[config.mk]
export PLATFORM = sky130hd
export DESIGN_NAME = conv_seq_ctrl
export DESIGN_NICKNAME = d
export VERILOG_FILES = /design/src/rtl/conv_seq_pkg.sv /design/src/rtl/sync_rise_det.sv /design/src/rtl/settle_timer.sv /design/src/rtl/frame_divider.sv /design/src/rtl/conv_seq_ctrl.sv
export SDC_FILE = /design/constraint.sdc
export NUM_CORES = 1
export LEC_CHECK = 0
export ABC_CLOCK_PERIOD_IN_PS = 6800
export BUFFER_PORTS_ARGS = -buffer_cell sky130_fd_sc_hd__buf_2
export CORE_ASPECT_RATIO = 1.1
export CORE_MARGIN = 3
export CORE_UTILIZATION = 60
export DETAILED_ROUTE_END_ITERATION = 16
export PLACE_DENSITY_LB_ADDON = 0.08
export SLEW_MARGIN = 20
export SYNTH_ARGS = -nofsm -noshare
export SYNTH_HDL_FRONTEND = slang
export SYNTH_HIERARCHICAL = 1
export SYNTH_SLANG_ARGS = --single-unit
[constraint.sdc]
create_clock -name clk -period 6.8 [get_ports clk]
set_input_delay 1.36 -clock clk [delete_from_list [all_inputs] [get_ports clk]]
set_output_delay 1.36 -clock clk [all_outputs]
set_load 0.01 [all_outputs]
[src/rtl/conv_seq_pkg.sv]
package conv_seq_pkg;

  typedef enum logic [1:0] {
    SEQ_CAL    = 2'd0,
    SEQ_SETTLE = 2'd1,
    SEQ_RUN    = 2'd2
  } seq_state_t;

  function automatic int max_of(input int a, input int b);
    return (a > b) ? a : b;
  endfunction

endpackage

[src/rtl/sync_rise_det.sv]
module sync_rise_det (
  input  logic clk,
  input  logic rst_n,
  input  logic level_in,
  output logic rise
);

  logic level_d;

  // the previous sample keeps tracking during reset, so a level that is
  // already high at release does not count as an edge
  always_ff @(posedge clk) begin
    level_d <= level_in;
  end

  assign rise = level_in & ~level_d;

  AST_RISE_SINGLE: assert property (@(posedge clk) disable iff (!rst_n)
    rise |=> !rise);

endmodule

[src/rtl/settle_timer.sv]
module settle_timer #(
  parameter int CNT_W = 8
) (
  input  logic             clk,
  input  logic             rst_n,
  input  logic             clear,
  input  logic             run,
  input  logic [CNT_W-1:0] last,
  output logic             done
);

  logic [CNT_W-1:0] cnt;

  always_ff @(posedge clk) begin
    if (!rst_n || clear) begin
      cnt <= '0;
    end else if (run) begin
      cnt <= cnt + 1'b1;
    end
  end

  assign done = run && (cnt == last);

  AST_TIMER_BOUND: assert property (@(posedge clk) disable iff (!rst_n)
    run |-> (cnt <= last));

endmodule

[src/rtl/frame_divider.sv]
module frame_divider #(
  parameter int PERIOD = 64
) (
  input  logic clk,
  input  logic rst_n,
  input  logic clear,
  input  logic run,
  output logic tick
);

  localparam int PH_W = (PERIOD > 2) ? $clog2(PERIOD) : 1;
  localparam logic [PH_W-1:0] PH_LAST = PH_W'(PERIOD - 1);

  logic [PH_W-1:0] phase;

  always_ff @(posedge clk) begin
    if (!rst_n || clear) begin
      phase <= '0;
    end else if (run) begin
      phase <= (phase == PH_LAST) ? '0 : phase + 1'b1;
    end
  end

  assign tick = run && (phase == PH_LAST);

  AST_PHASE_RANGE: assert property (@(posedge clk) disable iff (!rst_n)
    phase <= PH_LAST);

endmodule

[src/rtl/conv_seq_ctrl.sv]
module conv_seq_ctrl
  import conv_seq_pkg::*;
#(
  parameter int DATA_W   = 16,
  parameter int CAL_LEN  = 988205,
  parameter int SYNC_LEN = 5161,
  parameter int PERIOD   = 64
) (
  input  logic              clk,
  input  logic              rst_n,
  input  logic              sync_in,
  input  logic [DATA_W-1:0] data_in,
  output logic              cal_busy,
  output logic              settled,
  output logic              frame_strobe,
  output logic [DATA_W-1:0] word_q
);

  localparam int MAX_LEN = max_of(CAL_LEN, SYNC_LEN);
  localparam int CNT_W   = $clog2(MAX_LEN + 1);
  localparam logic [CNT_W-1:0] CAL_LAST  = CNT_W'(CAL_LEN - 1);
  localparam logic [CNT_W-1:0] SYNC_LAST = CNT_W'(SYNC_LEN - 1);

  seq_state_t       state;
  logic             sync_rise;
  logic             resync;
  logic             t_done;
  logic             t_clear;
  logic             t_run;
  logic [CNT_W-1:0] t_last;
  logic             d_tick;
  logic             d_run;
  logic             d_clear;
  logic             take;

  sync_rise_det u_rise (
    .clk      (clk),
    .rst_n    (rst_n),
    .level_in (sync_in),
    .rise     (sync_rise)
  );

  settle_timer #(.CNT_W(CNT_W)) u_timer (
    .clk   (clk),
    .rst_n (rst_n),
    .clear (t_clear),
    .run   (t_run),
    .last  (t_last),
    .done  (t_done)
  );

  frame_divider #(.PERIOD(PERIOD)) u_div (
    .clk   (clk),
    .rst_n (rst_n),
    .clear (d_clear),
    .run   (d_run),
    .tick  (d_tick)
  );

  always_comb begin
    resync  = sync_rise && (state != SEQ_CAL);
    t_run   = (state != SEQ_RUN);
    t_last  = (state == SEQ_CAL) ? CAL_LAST : SYNC_LAST;
    t_clear = resync || t_done;
    d_run   = (state == SEQ_RUN) && !resync;
    d_clear = resync || t_done;
    take    = !resync && (t_done || d_tick);
  end

  always_ff @(posedge clk) begin
    if (!rst_n) begin
      state        <= SEQ_CAL;
      cal_busy     <= 1'b1;
      settled      <= 1'b0;
      frame_strobe <= 1'b0;
      word_q       <= '0;
    end else begin
      frame_strobe <= take;
      if (take) begin
        word_q <= data_in;
      end
      if (resync) begin
        state   <= SEQ_SETTLE;
        settled <= 1'b0;
      end else if (t_done) begin
        state    <= SEQ_RUN;
        settled  <= 1'b1;
        cal_busy <= 1'b0;
      end
    end
  end

  AST_STROBE_PULSE: assert property (@(posedge clk) disable iff (!rst_n)
    frame_strobe |=> !frame_strobe);
  AST_NO_STROBE_BUSY: assert property (@(posedge clk) disable iff (!rst_n)
    cal_busy |-> !frame_strobe);
  AST_WORD_HOLD: assert property (@(posedge clk) disable iff (!rst_n)
    !frame_strobe |-> $stable(word_q));
  AST_SETTLE_WITH_STROBE: assert property (@(posedge clk) disable iff (!rst_n)
    $rose(settled) |-> frame_strobe);
  AST_RESYNC_DROPS: assert property (@(posedge clk) disable iff (!rst_n)
    resync |=> (!settled && !frame_strobe));
  AST_CAL_IGNORES_SYNC: assert property (@(posedge clk) disable iff (!rst_n)
    (state == SEQ_CAL) |=> (state != SEQ_SETTLE));

endmodule

==> run summary, run 1 <==
The worst reg-to-reg path cell count is 9. The top cell type by area accounts for 40.3% of the synthesized area. Counting every sink on the clock net gives 47. TritonCTS built the clock tree. Routability-driven placement finished with a final weighted congestion of 0.763.

The maximum fanout along the worst path was 19; the number of top-level design ports was 38. After synthesis, the share of flip-flops with an asynchronous set or reset is 0%. In the routed design, unresolved DRC markers number 0. The repair_antennas step left the layout with diodes totalling 0. The floorplan step defined a die boundary enclosing 4680 sq um.

For this run, the register share of the synthesized area comes to 40.3%. The tool flagged a number of max-cap violations equal to 0. Type of the worst setup path: flip-flop to flip-flop.

The number of buffer cells added on primary ports was 37. The post-layout instance area is 2640 sq um, and the number of global-route vias before repair is 1787. Counting flops with a built-in enable in the synthesized netlist gives 0. After detailed routing, the wire length on met1 is 1.85 mm. Synthesis produced a netlist whose cell count is 256. Maximum operating frequency: 0.341 GHz. Counting the buffers created by CTS gives 5. The Yosys step of the flow raised 6 warnings. The slew at the pin closest to its max-slew limit works out to 0.716 ns. The path class of the tightest hold or removal check is flip-flop to flip-flop. The fraction of layout cells with a size suffix above 1 was 19.0%; the placement-stage cell area was 2520 sq um. The run gives 312 as the number of filler cells placed in the layout.

In the layout the commonest cells are sky130_fd_sc_hd__dfxtp_1, sky130_fd_sc_hd__nand2_1, sky130_fd_sc_hd__buf_2, sky130_fd_sc_hd__nor2_1, sky130_fd_sc_hd__xor2_1. The leftover overflow at the end of global routing was 0; the latest clock arrival within the worst-skew pair was 0.30 ns. The wire length on met2 was 2.10 mm.

The tools report the kind of capture point of the worst setup path as a flip-flop. The effective utilization at floorplan is 63.5%. Using the TritonRoute via totals, the vias-per-cell ratio works out to 5.15. The tools report the number of gates given a new drive strength after cts as 0. After detailed routing, the met3 layer carries 198 um of wire.

VDD sags by at most 0.145 mV. In this run the number of H-tree levels came out at 2. Registers take 941 sq um. Setup total negative slack on the finished layout was measured at 0 ns. The first TritonRoute pass finished after 4 iterations. The run finished with clean final reports. The clock skew is 0.00443 ns.

In the post-synthesis netlist, the biggest area contributors are sky130_fd_sc_hd__dfxtp_1, sky130_fd_sc_hd__mux2i_1, sky130_fd_sc_hd__xor2_1. In this run, synthesis produced a sequential element count of 47. STA puts the critical path data required time at 6.98 ns. Summing internal, switching and leakage power gives 0.000515 W. The initialized floorplan defines 23 standard-cell rows. The floorplan die height is 71.5 um, and the final net count is 320.

Counting instances, the worst hold path has a depth of 2. The HPWL after detailed placement was 3.04 mm. The longest clock path from root to sink contains 2 buffers. Summing over every cut layer, the via total after detailed routing is 1803. The cell taking the most area after synthesis was sky130_fd_sc_hd__dfxtp_1. Dividing total power by cell area gives a power density of 195 nW/um^2. The analysis attributes to cell leakage a power of 1.05 nW.

The most used flip-flop cell after synthesis was sky130_fd_sc_hd__dfxtp_1. The logs give 0 for the number of antenna violations at the first check in global routing and 0 for the hold violation total from the final report. The tools report the largest net degree at the start of global routing as 39. In this run the standard cell core region covers 3680 sq um. The tree is rooted in a sky130_fd_sc_hd__clkbuf_8. The area added between synthesis and finish was 12.8%; the number of antenna-violating nets in the routed design was 0. The average detailed-routed wire length per instance was 12.0 um; the worst endpoint data arrival time was 3.11 ns.

Final hold analysis gives a worst-case slack of 0.455 ns. After clock tree synthesis, the clock-pin slew on the worst setup and hold paths is 0.09 ns. Walking the worst path, the cells encountered are nor2_1, xor2_1, nor4_1, nand4_1, nor4_1, inv_1, nand2_1, or2b_2, nor2_1. The top layer used by detailed routing was met4. Setup repair after global routing left no endpoint under its margin. Wires add up to 4.19 mm.

The first routing iteration left 91 violations. Post-CTS timing repair inserted 0 buffers for setup. The tools report the kind of start point of the critical path as a flip-flop. For the number of unique standard cell types used by synthesis, the log shows 43.

The library cell used most frequently in the layout, excluding fill and tap cells, is sky130_fd_sc_hd__dfxtp_1. The master of the slowest instance on the critical path is sky130_fd_sc_hd__nor4_1. The run gives 1320 sq um as the footprint of the multi-input gates.

The post-route minimum period is 2.93 ns, and the portion of the clock cycle consumed by the worst path in the final layout is 43.1%. The synthesized area per cell is 9.13 sq um. For this run, the slowest stage of the critical path takes 0.62 ns. The overall die width works out to 65.5 um. The number of endpoints failing setup at the final stage was 0. The hold-fix buffer count after cts is 0.

The logs give 0 for the number of max-slew violations in the final report and 51.8% for the headroom to the max-slew limit. Global routing consumed, over all layers together, 19.8% of the routing resources. The netlist area before placement was 2340 sq um; the first-pass GRT wire length was 7.37 mm.
==> worst max-delay path: cells and delay by family (launching register included) <==
kind,cells,cell delay (ns)
buffers and inverters,1,0.18
DFF,1,0.39
and+or+nand+nor,7,2.10
xor gates and xnor gates,1,0.14
==> report_power, final <==
part	internal [W]	switching (W)
sequential	0.000277	0.00000224
clock	0.000119	0.0000920
combinational	0.0000112	0.0000137
==> area by class of cell <==
class | count | area share, %
multi-input cells | 206 | 50.2
clock inverters | 2 | 1.33
repair buffers | 37 | 7.02
flip-flops and latches | 47 | 35.7
inverters | 2 | 0.285
well taps | 50 | 2.37
clock buffers | 6 | 3.13
==> synth_stat cells, types with 2 or more instances <==
cell,n
sky130_fd_sc_hd__a21oi_1,7
sky130_fd_sc_hd__and3_1,3
sky130_fd_sc_hd__and4_1,2
sky130_fd_sc_hd__buf_2,5
sky130_fd_sc_hd__buf_6,2
sky130_fd_sc_hd__clkbuf_1,2
sky130_fd_sc_hd__clkbuf_8,2
sky130_fd_sc_hd__conb_1,2
sky130_fd_sc_hd__dfxtp_1,47
sky130_fd_sc_hd__ha_1,2
sky130_fd_sc_hd__inv_1,2
sky130_fd_sc_hd__mux2i_1,18
sky130_fd_sc_hd__nand2_1,44
sky130_fd_sc_hd__nand2b_1,2
sky130_fd_sc_hd__nand3_1,6
sky130_fd_sc_hd__nand3_4,2
sky130_fd_sc_hd__nand4_1,9
sky130_fd_sc_hd__nor2_1,24
sky130_fd_sc_hd__nor4_1,3
sky130_fd_sc_hd__o21a_1,2
sky130_fd_sc_hd__o21ai_0,5
sky130_fd_sc_hd__o31ai_1,5
sky130_fd_sc_hd__or3_1,2
sky130_fd_sc_hd__or4_1,5
sky130_fd_sc_hd__xnor2_1,16
sky130_fd_sc_hd__xor2_1,20
==> metrics by stage <==
stage          utilization, %  worst slack (ns)  instances
4_1_cts                  71.6              3.86        350
2_1_floorplan               -              4.23        269
5_1_grt                  71.6              3.56        350
3_5_place_dp             68.4              3.75        342
6_report                 71.6              3.87        350
3_3_place_gp             68.4              3.83        342
==> layer usage <==
layer / GRT usage [%] / vias up
met5: 0 / -
met4: 7.37 / 0
met3: 5.64 / 4
met2: 35.0 / 34
met1: 22.6 / 828
li1: - / 937
==> cell families after synthesis <==
logic type      count (synthesis)  synth area share [%]
compound gates                 22                  6.10
xor+xnor                       36                  13.5
fa+ha+maj                       2                  1.07
buf+inv                        16                  5.25
flops                          47                  40.3
mux                            18                  7.71
other cells                     2                 0.321
simple gates                  113                  25.8
==> worst paths after layout <==
check	startpoint	endpoint	slack, ns
max	state[1]	u_timer/cnt[0]	3.87
min	word_q[1]	word_q[1]	0.46
max reg2reg	state[1]	u_timer/cnt[0]	3.87
min reg2reg	word_q[1]	word_q[1]	0.46
==> state kept, by name, indices dropped and copies added (netlist names) <==
register / flops
word_q: 16
cal_busy: 1
frame_strobe: 1
u_div/phase: 6
state: 2
u_rise/level_d: 1
u_timer/cnt: 20
Note: power is estimated with default switching activity, not from simulation.
==> run 2: changes to the inputs <==
--- a/config.mk
+++ b/config.mk
@@ -5,11 +5,11 @@
 export SDC_FILE = /design/constraint.sdc
 export NUM_CORES = 1
 export LEC_CHECK = 0
-export ABC_CLOCK_PERIOD_IN_PS = 6800
+export ABC_CLOCK_PERIOD_IN_PS = 2800
 export BUFFER_PORTS_ARGS = -buffer_cell sky130_fd_sc_hd__buf_2
 export CORE_ASPECT_RATIO = 1.1
 export CORE_MARGIN = 3
-export CORE_UTILIZATION = 60
+export CORE_UTILIZATION = 56
 export DETAILED_ROUTE_END_ITERATION = 16
 export PLACE_DENSITY_LB_ADDON = 0.08
 export SLEW_MARGIN = 20
==> constraint.sdc (replaced) <==
create_clock -name clk -period 2.8 [get_ports clk]
set_input_delay 0.56 -clock clk [delete_from_list [all_inputs] [get_ports clk]]
set_output_delay 0.56 -clock clk [all_outputs]
set_load 0.01 [all_outputs]
==> run summary, run 2 (synthesis gave the netlist of run 1 again) <==
The kind of start point of the critical path is a flip-flop. For the finished layout, the period the worst path requires is 2.54 ns. In this run the horizontal extent of the chip is 67.6 um. Leaving out fill and tap cells, the most frequent cell in the layout is sky130_fd_sc_hd__dfxtp_1. The number of antenna violations at the first check in global routing is 0, and the tightest hold margin is 0.379 ns. In this run the vertical extent of the chip is 73.8 um.

The number of H-tree levels was 2; the number of buffer cells added on primary ports was 37. Of the available clock period, the critical path in the final layout requires 90.6%. The clock sink count came out at 47. After routing the design area is 2650 sq um. The number of max-capacitance violations reported came out at 0. Setup repair after global routing left no endpoint under its margin.

The tools report the number of iterations in the first detailed-routing pass as 4. The number of global-route vias before repair is 1607, and the area added between synthesis and finish is 13.3%. The first-pass GRT wire length is 7.11 mm, and the final net count is 322. Routability-driven placement finished with a final weighted congestion of 0.773. Summed over all nets, the half-perimeter wirelength after detailed placement is 3.08 mm. The top cell types in the final layout, fill and taps aside, are sky130_fd_sc_hd__dfxtp_1, sky130_fd_sc_hd__nand2_1, sky130_fd_sc_hd__buf_2, sky130_fd_sc_hd__nor2_1, sky130_fd_sc_hd__xor2_1. Counting flops per register, the top entry is u_timer/cnt.

For the maximum operating frequency, the log shows 0.394 GHz. During I/O placement, the number of pins put on the boundary was 38. After clock tree synthesis, the clock-pin slew on the worst setup and hold paths is 0.08 ns. The run gives 18.6% as the total routing resource utilization after global routing. The logs give 0 for the leftover overflow at the end of global routing and 0.29 ns for the latest clock arrival within the worst-skew pair. Type of the tightest min-delay check: input port to flip-flop. The worst endpoint data arrival time is 2.71 ns, and the maximum fanout along the worst path is 19. On the final layout, the worst clock skew is 0.00753 ns. After detailed placement, the total cell area comes to 2540 sq um. The post-route netlist has 19.6% of its cells at a drive strength greater than 1.

Power spread over the standard cell area amounts to 460 nW/um^2. The run gives 1.05 nW as the leakage dissipation. The run gives 5.1% as the power share of the combinational group.

The largest registers in the layout are u_timer/cnt: 20 flops, word_q: 16 flops, u_div/phase: 6 flops. The core region area is 3990 sq um, and the cell-internal power is 0.000961 W. The power share of the clock group was 39.3%; the CTS buffer count was 5. Once the clock tree was built, the setup fixing pass inserted 0 buffers.

The number of filler cells placed in the layout was 352; the aggregate negative setup slack was 0 ns. The maximum VDD drop is 0.310 mV, and the number of DRC markers after the initial detailed-route iteration is 54. Setup violations remaining at the end of the flow were counted as 0. TritonCTS built the clock tree. The sequential cell fraction of total power is 55.6%, and the number of antenna-violating nets in the routed design is 0. Average detailed-routed wire length per instance: 12.1 um. The required time reported for the critical path endpoint is 2.97 ns. The run gives 0.000258 W as the net switching power.

In this run, post-CTS hold repair placed 0 buffers. The number of gates given a new drive strength after cts is 0, and the number of max-slew violations in the final report is 0. The final route contains 1770 vias.

The effective utilization at floorplan is 58.5%. Cells fill 66.3% of the core in the end. The DRC violation count after routing was 0; the number of instances in the placed design was 346.

Entering global routing, the biggest net connects 32 pins. The number of antenna diodes in the final layout is 0. The logs give 0 for the hold violation total from the final report and 24 for the row count. By startpoint and endpoint, the worst setup path is classified as flip-flop to flip-flop.

Kind of capture point of the worst setup path: a flip-flop. For the maximum clock insertion buffer count, the log shows 2. In this run switching power makes up 21.2% of total power. The flow ran to the end, and the final reports show no timing, DRC or antenna violations. The number of standard cells in the layout, taps in and fillers out is 353, and the post-detailed-route via-to-cell ratio is 5.01.

Summed over all layers, the routed wires come to 4.26 mm. The root buffer cell chosen for the clock tree is sky130_fd_sc_hd__clkbuf_8. The area of the die was 4990 sq um; the flip-flop count of the largest register, all copies and words added was 20.
run 2: cell types whose count changed in the layout (fill, tap and decap cells not counted):
cell,previous run,this run
sky130_fd_sc_hd__buf_4,0,2
sky130_fd_sc_hd__clkbuf_8,6,5
sky130_fd_sc_hd__clkinv_2,1,0
sky130_fd_sc_hd__clkinvlp_4,0,1
sky130_fd_sc_hd__nor4_1,3,2
sky130_fd_sc_hd__nor4_2,0,1
run 2: layout make-up:
cell class / count / area (sq um) / share of cell area (%)
clock buffer: 5 / 68.8 / 2.60
multi-input combinational: 206 / 1330 / 50.2
inverter: 2 / 7.51 / 0.283
clock inverter: 2 / 37.5 / 1.42
tap: 52 / 65.1 / 2.46
timing repair buffer: 39 / 200 / 7.56
sequential: 47 / 941 / 35.5
run 2: power by group through the flow:
| stage | Clock [W] | Sequential, W | Combinational, W |
|---|---|---|---|
| 2_1_floorplan | 0 | 0.000692 | 0.0000447 |
| 3_3_place_gp | 0 | 0.000693 | 0.0000609 |
| 3_5_place_dp | 0 | 0.000693 | 0.0000619 |
| 4_1_cts | 0.000494 | 0.000678 | 0.0000622 |
| 5_1_grt | 0.000515 | 0.000679 | 0.0000718 |
| 6_report | 0.000480 | 0.000678 | 0.0000618 |
run 2: final timing paths:
check                           cells past startpoint      start        endpoint  slack [ns]
worst min register to register                      2  word_q[8]       word_q[8]        0.46
worst max register to register                      9   state[1]  u_timer/cnt[7]        0.26
worst min-delay path                                1    sync_in  u_rise/level_d        0.38
worst max-delay path                                9   state[1]  u_timer/cnt[7]        0.26
run 2: per-layer routing:
metal / track usage [%] / up-vias / wire length [um]
met5: 0 / - / 0
met4: 6.08 / 0 / 56
met3: 5.66 / 6 / 188
met2: 27.6 / 29 / 1990
met1: 25.5 / 796 / 2020
li1: - / 939 / -
run 2: critical path, cell delays in order, from the launching register on:
cell	delay, ns
sky130_fd_sc_hd__dfxtp_1	0.37
sky130_fd_sc_hd__nor2_1	0.38
sky130_fd_sc_hd__xor2_1	0.12
sky130_fd_sc_hd__nor4_1	0.30
sky130_fd_sc_hd__nand4_1	0.15
sky130_fd_sc_hd__nor4_2	0.39
sky130_fd_sc_hd__inv_1	0.13
sky130_fd_sc_hd__nand2_1	0.12
sky130_fd_sc_hd__or2b_2	0.35
sky130_fd_sc_hd__nor2_1	0.10
run 2: per-stage QoR:
step / setup slack [ns] / power [W]
5_1_grt: 0.0892 / 0.00127
3_5_place_dp: 0.149 / 0.000755
3_3_place_gp: 0.284 / 0.000754
4_1_cts: 0.124 / 0.00123
2_1_floorplan: 0.274 / 0.000737
6_report: 0.264 / 0.00122
==> run 3: changes to the inputs <==
--- a/config.mk
+++ b/config.mk
@@ -6,7 +6,7 @@
 export NUM_CORES = 1
 export LEC_CHECK = 0
 export ABC_CLOCK_PERIOD_IN_PS = 2800
-export BUFFER_PORTS_ARGS = -buffer_cell sky130_fd_sc_hd__buf_2
+export BUFFER_PORTS_ARGS = -buffer_cell sky130_fd_sc_hd__buf_4
 export CORE_ASPECT_RATIO = 1.1
 export CORE_MARGIN = 3
 export CORE_UTILIZATION = 56
==> run summary, run 3 (synthesis gave the netlist of run 1 again) <==
In the final layout, the registers with the most flip-flops are u_timer/cnt: 20 flops, word_q: 16 flops, u_div/phase: 6 flops. For the number of top-level design ports, the log shows 38. The number of antenna violations at the first check in global routing came out at 0.

Total number of vias: 1763. The most numerous cell type found on the critical path is sky130_fd_sc_hd__nor2_1. The signal on the critical path passes through nor2_1, xor2_1, nor4_1, nand4_1, nor4_2, inv_1, nand2_1, or2b_2, nor2_1.

Adding up every negative setup slack in the final design gives 0 ns. The tools report the number of iterations in the first detailed-routing pass as 4. The longest clock path from root to sink contains 2 buffers. For the worst setup path, the data arrival time is 2.74 ns. The kind of start point of the critical path is a flip-flop. The area added between synthesis and finish was 16.8%. Kind of capture point of the worst setup path: a flip-flop. Measured along the y axis, the die boundary spans 73.8 um.

Of the cells placed in the final design, the portion with a size suffix greater than 1 is 19.0%. Type of the worst setup path: flip-flop to flip-flop. The DRC violation count after routing is 0. The register with the most flip-flops in the final layout is u_timer/cnt. The tools report the tightest hold margin as 0.376 ns. The run gives 58.5% as the effective utilization at floorplan. With fillers left out, the area of the finished cells amounts to 2730 sq um.

Buffers placed on the I/O ports in this run total 37. Global routing used 18.1% of the available tracks across all layers. The number of DRC markers after the initial detailed-route iteration was 55. In the layout the commonest cells are sky130_fd_sc_hd__dfxtp_1, sky130_fd_sc_hd__nand2_1, sky130_fd_sc_hd__buf_4, sky130_fd_sc_hd__nor2_1, sky130_fd_sc_hd__xor2_1.

The placement-stage cell area came out at 2620 sq um. Overall die width: 67.6 um. The buffering stage count on the worst path with inverters included came out at 1.

The kind of cell with the highest combined delay along the critical path is simple AND/OR/NAND/NOR gates. The number of global-route vias before repair is 1573, and the leftover overflow at the end of global routing is 0. The H-tree generated during clock tree synthesis spans 2 levels. Entering global routing, the biggest net connects 39 pins.

The maximum fanout along the worst path came out at 19. The detail route stage leaves a number of antenna-violating nets equal to 0. The flip-flop count of the largest register, all copies and words added came out at 20.

The area taken by flip-flops and latches came out at 941 sq um. The type of the tightest min-delay check was input port to flip-flop. Buffers inserted during clock tree synthesis total 5. The row count came out at 24. The total wire length was 4.19 mm. Clock-pin slew was measured on the worst setup and hold paths at 0.08 ns. In this design, the stage delay of the slowest critical-path cell is 0.39 ns.

Footprint of the multi-input gates: 1330 sq um. For this design, the sink count on the clock tree is 47. STA puts the critical path data required time at 2.98 ns. Across the run, the number of max-cap violations was 0. The tools report the number of diodes added for antenna fixing as 0.

The leakage dissipation was 1.06 nW. TritonCTS built the clock tree. VDD sags by at most 0.275 mV. Setup repair after global routing left no endpoint under its margin. For the core region area, the log shows 3990 sq um. The run finished with clean final reports. The first global-routing pass estimated 6.83 mm of wire. The net count of the finished layout is 321. Dividing the detail-routed via count by the number of cells gives 5.01. Clock latency on the worst-skew pair, taken at its later pin, is 0.30 ns.

Buffer type at the clock tree root: sky130_fd_sc_hd__clkbuf_8. The run gives 0 as the number of max-slew violations in the final report. The hold violation total from the final report was 0; the HPWL after detailed placement was 3.02 mm. The master of the slowest instance on the critical path was sky130_fd_sc_hd__nor2_1.

For this run, the top clock speed supported by timing is 0.391 GHz. The post-route minimum period came out at 2.56 ns. In this run the power density over the cells is 446 nW/um^2. Setup violations remaining at the end of the flow were counted as 0.

For the final RePlAce weighted congestion, the log shows 0.789. After detailed routing, the average wire length per cell comes to 11.9 um. Measured on the finished design, the core utilization comes to 68.4%. Overall power: 0.00122 W. The commonest non-fill, non-tap cell in the layout is sky130_fd_sc_hd__dfxtp_1.

Dividing the final minimum period by the clock period gives 91.4%. Clock skew on the completed layout was measured at 0.00662 ns. The area of the die is 4990 sq um, and the number of filler cells placed in the layout is 360.
run 3: cell types whose count changed in the layout (fill, tap and decap cells not counted), sizes merged:
| cell | previous run | this run |
|---|---|---|
| buf | 39 | 38 |
| clkinvlp | 1 | 0 |
| clkbuf | 5 | 6 |
run 3: per-stage QoR:
step	setup WS, ns	std cells
finish	0.241	352
floorplan	0.274	269
detailed placement	0.105	345
CTS	0.0839	352
global route	0.0423	352
global placement	0.283	345
run 3: final cells by class:
type | instances | area share (%)
inverter | 2 | 0.275
clock inverter | 1 | 1.10
multi-input combinational | 206 | 48.7
clock buffer | 6 | 2.66
tap | 52 | 2.38
sequential | 47 | 34.5
timing repair buffer | 38 | 10.4
run 3: per-layer routing:
layer	global-route usage [%]	wire [um]	vias up	part of all wire [%]
met3	6.42	236	5	5.6
met2	29.6	2010	29	48
met5	0	0	-	0
met1	21.4	1880	794	45
met4	6.76	63	0	1.5
li1	-	-	935	-
run 3: path summary, 6_finish.rpt:
kind                                       end       from  cells past startpoint  slack, ns
worst max-delay path            u_timer/cnt[9]   state[1]                      9       0.24
worst min-delay path            u_rise/level_d    sync_in                      1       0.38
worst max register to register  u_timer/cnt[9]   state[1]                      9       0.24
worst min register to register       word_q[2]  word_q[2]                      2       0.46
run 3: what timing repair did:
item | CTS | global route
buffers inserted | 0 | 0
setup endpoints to repair | 0 | 38
resized for setup | 0 | 1
hold buffers | 0 | 0
run 3: power by group:
part           switching (W)  internal [W]  total (W)
registers         0.00000517      0.000672   0.000677
logic              0.0000336     0.0000342  0.0000678
clock network       0.000210      0.000262   0.000472
total               0.000249      0.000968    0.00122
